===== src/rtl/maxsel_pkg.sv =====
package maxsel_pkg;

    localparam int MAX_W = 64;

    typedef enum logic {
        KEEP_LOWER = 1'b0,
        KEEP_UPPER = 1'b1
    } tie_rule_e;

    function automatic logic prefer_upper(input logic [MAX_W-1:0] lo,
                                          input logic [MAX_W-1:0] hi,
                                          input tie_rule_e rule);
        if (rule == KEEP_UPPER) begin
            return hi >= lo;
        end
        return hi > lo;
    endfunction

    function automatic tie_rule_e rule_from_bit(input logic b);
        return b ? KEEP_UPPER : KEEP_LOWER;
    endfunction

endpackage


===== src/rtl/maxsel_node.sv =====
module maxsel_node #(
    parameter int W = 8,
    parameter maxsel_pkg::tie_rule_e RULE = maxsel_pkg::KEEP_UPPER
) (
    input  logic [W-1:0] lo_val,
    input  logic [W-1:0] hi_val,
    output logic         take_hi,
    output logic [W-1:0] win_val
);
    import maxsel_pkg::*;

    assign take_hi = prefer_upper(MAX_W'(lo_val), MAX_W'(hi_val), RULE);
    assign win_val = take_hi ? hi_val : lo_val;

    always_comb begin
        assert_node_max_R1: assert (win_val >= lo_val && win_val >= hi_val)
            else $error("node forwarded a value below one operand");
        if (lo_val == hi_val) begin
            if (RULE == KEEP_UPPER) begin
                assert_node_tie_up_R4: assert (take_hi == 1'b1)
                    else $error("node tie did not keep upper operand");
            end else begin
                assert_node_tie_low_R5: assert (take_hi == 1'b0)
                    else $error("node tie did not keep lower operand");
            end
        end
    end

endmodule


===== src/rtl/maxsel_tree.sv =====
module maxsel_tree #(
    parameter int   N        = 4,
    parameter int   W        = 8,
    parameter logic TIE_HIGH = 1'b1
) (
    input  logic [N*W-1:0]       scores,
    output logic [W-1:0]         best_val,
    output logic [$clog2(N)-1:0] best_idx
);
    localparam int HALF = N / 2;
    localparam int IW   = $clog2(N);
    localparam maxsel_pkg::tie_rule_e RULE = maxsel_pkg::rule_from_bit(TIE_HIGH);

    generate
        if (N == 2) begin : g_leaf
            logic th;
            maxsel_node #(.W(W), .RULE(RULE)) u_node (
                .lo_val (scores[W-1:0]),
                .hi_val (scores[2*W-1:W]),
                .take_hi(th),
                .win_val(best_val)
            );
            assign best_idx = th;
        end else begin : g_split
            logic [W-1:0]  lo_v;
            logic [W-1:0]  hi_v;
            logic [IW-2:0] lo_i;
            logic [IW-2:0] hi_i;
            logic          th;

            maxsel_tree #(.N(HALF), .W(W), .TIE_HIGH(TIE_HIGH)) u_lo (
                .scores  (scores[HALF*W-1:0]),
                .best_val(lo_v),
                .best_idx(lo_i)
            );
            maxsel_tree #(.N(HALF), .W(W), .TIE_HIGH(TIE_HIGH)) u_hi (
                .scores  (scores[N*W-1:HALF*W]),
                .best_val(hi_v),
                .best_idx(hi_i)
            );
            maxsel_node #(.W(W), .RULE(RULE)) u_node (
                .lo_val (lo_v),
                .hi_val (hi_v),
                .take_hi(th),
                .win_val(best_val)
            );
            assign best_idx = {th, th ? hi_i : lo_i};
        end
    endgenerate

endmodule


===== src/rtl/maxsel_top.sv =====
module maxsel_top #(
    parameter int   N        = 4,
    parameter int   W        = 8,
    parameter logic TIE_HIGH = (N == 4) ? 1'b1 : 1'b0
) (
    input  logic [N*W-1:0]       scores,
    output logic [$clog2(N)-1:0] win_index
);
    localparam int IW = $clog2(N);

    generate
        if (!(N == 4 || N == 8)) begin : g_bad_n
            $error("maxsel_top supports four or eight inputs only");
        end
    endgenerate

    logic [W-1:0] root_val;

    maxsel_tree #(.N(N), .W(W), .TIE_HIGH(TIE_HIGH)) u_tree (
        .scores  (scores),
        .best_val(root_val),
        .best_idx(win_index)
    );

    logic [W-1:0] picked;
    assign picked = scores[win_index*W +: W];

    always_comb begin
        assert_index_range_R3: assert (int'(win_index) < N)
            else $error("index out of range");
        assert_root_match_R1: assert (picked == root_val)
            else $error("index does not point at forwarded value");
        for (int k = 0; k < N; k++) begin
            assert_is_max_R1: assert (picked >= scores[k*W +: W])
                else $error("a larger score exists");
            if (scores[k*W +: W] == picked) begin
                if (TIE_HIGH) begin
                    assert_tie_high_R4: assert (k <= int'(win_index))
                        else $error("higher tied input not chosen");
                end else begin
                    assert_tie_low_R5: assert (k >= int'(win_index))
                        else $error("lower tied input not chosen");
                end
            end
        end
    end

endmodule


===== config.mk =====
export PLATFORM = sky130hd
export DESIGN_NAME = maxsel_top
export DESIGN_NICKNAME = d
export VERILOG_FILES = /design/src/rtl/maxsel_pkg.sv /design/src/rtl/maxsel_node.sv /design/src/rtl/maxsel_tree.sv /design/src/rtl/maxsel_top.sv
export SDC_FILE = /design/constraint.sdc
export NUM_CORES = 1
export LEC_CHECK = 0
export BUFFER_PORTS_ARGS = -buffer_cell sky130_fd_sc_hd__clkbuf_2
export CAP_MARGIN = 25
export CORE_UTILIZATION = 51
export DETAILED_ROUTE_END_ITERATION = 7
export PLACE_DENSITY = 0.81
export SYNTH_ARGS = -nofsm -noshare
export SYNTH_HDL_FRONTEND = slang
export SYNTH_SLANG_ARGS = --single-unit
export TNS_END_PERCENT = 5

===== constraint.sdc =====
create_clock -name vclk -period 3.6
set_input_delay 0.18 -clock vclk [all_inputs]
set_output_delay 0.18 -clock vclk [all_outputs]
set_load 0.01 [all_outputs]

* Word level (Yosys, flattened, before mapping)
Index checks and enable logic that the tools add are counted.
** Storage, ports and cells
- Logic and storage cells :: 6
- Input port bits :: 32
- Register bits :: 0
** Cells by class
- $lt $le $gt $ge :: 3
- Muxes and demuxes :: 3
** Operators by type and width (number)
- $ge A8 B8 Y1 :: 3
- $mux W8 :: 2
- $mux W1 :: 1

* Logic depth before layout (Yosys ltp)
- Depth in word-level cells :: 4
- Gate-level depth with buffers :: 11
- Gate-level depth less buffers :: 11

* Modules after synthesis
From an unflattened synthesis, not the netlist that was laid out.
** Second synthesis, totals
- Cell total of the unflattened synthesis :: 101
- Area total of the unflattened synthesis :: 1009.7 um2
** By module, submodules not included
- maxsel_node :: cells each 33, area an instance 329.1 um2, instances 3
- maxsel_tree (u_tree) :: cells each 2, area an instance 22.5 um2, instances 1

* Worst setup path before layout
OpenSTA, ideal clock, no wires.
- Path type :: input to output
- Start point :: input port scores[8]
- End point :: output port win_index[0]
- Arrival time :: 2.863 ns
- Required time :: 3.420 ns
- Slack :: 0.557 ns
- Cell stages on the path :: 11
- Path through :: inv_1 ha_1 nand2b_4 a2111o_1 a31oi_4 mux2_4 ha_1 nand2b_1 a2111oi_0 o31ai_1 mux2i_1
** On the way
- Longest elaborated chain between the ends :: 4
** RTL lines
- start, declared :: line maxsel_top.sv:6 : input logic [N*W-1:0] scores,
- $ge A8 B8 Y1 :: line maxsel_pkg.sv:14 : return hi >= lo;
- $mux W8 * :: line maxsel_node.sv:13 : assign win_val = take_hi ? hi_val : lo_val;
- $ge A8 B8 Y1 * :: line maxsel_pkg.sv:14
- net u_tree.g_split.th :: line maxsel_tree.sv:29 : logic th;
- $mux W1 * :: line maxsel_tree.sv:47 : assign best_idx = {th, th ? hi_i : lo_i};
- end, declared :: line maxsel_top.sv:7 : output logic [$clog2(N)-1:0] win_index
Mark *: on every way through the listed nets, which the timed path passes. The rest lies on a longest branch.

* Worst setup path in the final report
- Start point :: input port scores[24]
- End point :: output port win_index[0]
** On the way
- Longest elaborated chain between the ends :: 4
** RTL lines (line)
- $ge A8 B8 Y1 :: maxsel_pkg.sv:14
- $mux W8 :: maxsel_node.sv:13
- $ge A8 B8 Y1 :: maxsel_pkg.sv:14
- $mux W1 * :: maxsel_tree.sv:47
Mark *: on every way between the ends. The rest lies on a longest branch, timed or not.

==> reports/results.ini <==
[hold_path]
hold_depth=6
min_path_type=primary input to primary output

[critical_path]
slowest_delay_ps=440
critPathBufInv=3
required_ps=3420
path_class=primary input to primary output
arrival_ps=3050
cp_cell_sequence=clkbuf_2, inv_1, ha_1, nand2b_1, a2111o_1, a31oi_4, mux2_2, ha_1, a2111oi_0, o31ai_1, mux2i_1, clkbuf_2
cp.depth=12
start_kind=primary input
cp_max_fo=9
cp_slowest_cell=a2111o_1
critPathTopFamily=compound AO/OA/AOI/OAI gates
crit_path_end_kind=primary output

[die]
core_area_um2=1350
num_rows=13
initial_utilization=0.5728
dieHeight_um=40.94
pin_count=34
fp.dieW_um=40.94
die_area_um2=1676

[pwr]
p_per_area_nw_per_um2=158.7
p_sw_uw=73.66
power.leakage_uw=0.0005780
p_clk_frac=0
power.internal_uw=78.99
power_frac_comb=1.000
p_sw_frac=0.4825
vdd_drop_max_v=0.00008311
power_frac_seq=0
power_uw=152.7

[finish]
n_antenna_cell=0
num-clock-buffers=0
postLayoutCoreUtil=0.7127
nets=182
drive_gt1_frac=0.3710
regArea_um2=0
design.seq.count=0
stdcell_area_um2=962.2
syn2layout_area_growth_pct=24.43

[timing]
relSlewSlack=0.7246
fmax_mhz=310.0
slew_viol_final=0
setup_ws_ps=374.2
rsz0062_at_grt=no
hold_viol_final=0
layout_min_cycle_time_ps=3226
fin_crit_sh=0.8961
setup_viol=0
tns_ps=0
worst_pin_slew_ps=402.7

[placed_design]
dp_slack_ps=328.1
dpl-instance-area_um2=962.2
gp_congestion=0.6575
portBuffers=34
dp_hpwl_um=1467

[global_routing]
grt_use_total=0.1908
first_global_vias=618
antenna_found_initial=0
grt_pass1_wl_um=2214
overflow=0
grt_max_degree=10

[clock_tree]
postCtsSetupBuffers=0
cts_resized=0
postCtsHoldBufs=0

[synth]
ys_types=18
syn-num-nets=146
synth_area_um2=773.2
ys_seq_area_frac=0
ys_warn_count=0
syn_avg_cell_area_um2=8.592
netlist_instances=90

[routing]
ant_nets=0
wl_um=1490
initialDrtViolationCount=3
drc=0
wl_per_cell_um=10.72
via_per_inst=5.424
firstDrtPassIters=4
num_vias=754

[run]
cap_violations=0

[outcome]
outcome=complete, no violations

[per-layer routing]
layer | vias up | global-route usage | wire length [um]
met4 | 0 | 0 | 0
met5 | - | 0 | 0
met1 | 331 | 0.2019 | 597
met3 | 0 | 0.01087 | 94
met2 | 23 | 0.4141 | 797
li1 | 400 | - | -
[cell usage after synthesis]
master | number | area [um2]
nand2_1 | 5 | 18.77
inv_1 | 16 | 60.06
a21oi_1 | 6 | 30.03
nor2_1 | 3 | 11.26
nand4_1 | 1 | 6.260
a2111oi_0 | 1 | 8.760
o31ai_1 | 1 | 7.510
mux2_2 | 7 | 78.83
mux2i_1 | 9 | 90.09
a31oi_4 | 2 | 42.54
buf_4 | 1 | 7.510
nand2b_4 | 1 | 13.76
a2111o_1 | 2 | 22.52
o21ai_0 | 4 | 20.02
nand2b_1 | 4 | 25.02
ha_1 | 24 | 300.3
mux2_4 | 1 | 15.01
o21a_1 | 2 | 15.01
[final timing paths]
path	startpoint	end	slack [ps]
worst max-delay path	scores[24]	win_index[0]	370
worst min-delay path	scores[11]	win_index[1]	1090
[kinds of logic (layout without fill, tap and decap cells)]
| group | count (synthesis) | in the layout | synth area share |
|---|---|---|---|
| buffers and inverters | 17 | 51 | 0.08739 |
| adder cells (fa/ha/maj) | 24 | 24 | 0.3884 |
| AO/OA/AOI/OAI | 18 | 18 | 0.1893 |
| multiplexers | 17 | 17 | 0.2379 |
| AND/OR/NAND/NOR | 14 | 14 | 0.09708 |
[power groups by stage]
stage | Clock, uW | Combinational [uW] | Sequential [uW]
4_1_cts | 0 | 156 | 0
6_report | 0 | 153 | 0
5_1_grt | 0 | 176 | 0
3_3_place_gp | 0 | 149 | 0
3_5_place_dp | 0 | 156 | 0
2_1_floorplan | 0 | 110 | 0
[cells in the final DEF (no fill, tap or decap), types with 3 or more instances in the layout]
master	instances
inv_1	16
clkbuf_2	34
mux2_2	7
mux2i_1	9
o21ai_0	4
ha_1	24
nand2_1	5
nand2b_1	4
a21oi_1	6
nor2_1	3
[layout make-up]
| class | instances | area [um2] |
|---|---|---|
| repair buffers | 35 | 177.7 |
| well taps | 15 | 18.77 |
| fillers | 120 | 387.9 |
| multi-input cells | 73 | 705.7 |
| inverters | 16 | 60.06 |
[stage by stage]
stage,hold slack (ps),std cells
finish,1089,139
global route,1125,139
CTS,1097,139
detailed placement,1098,139
global placement,1062,139
floorplan,920.4,90
(Power assumes the default switching activity.)
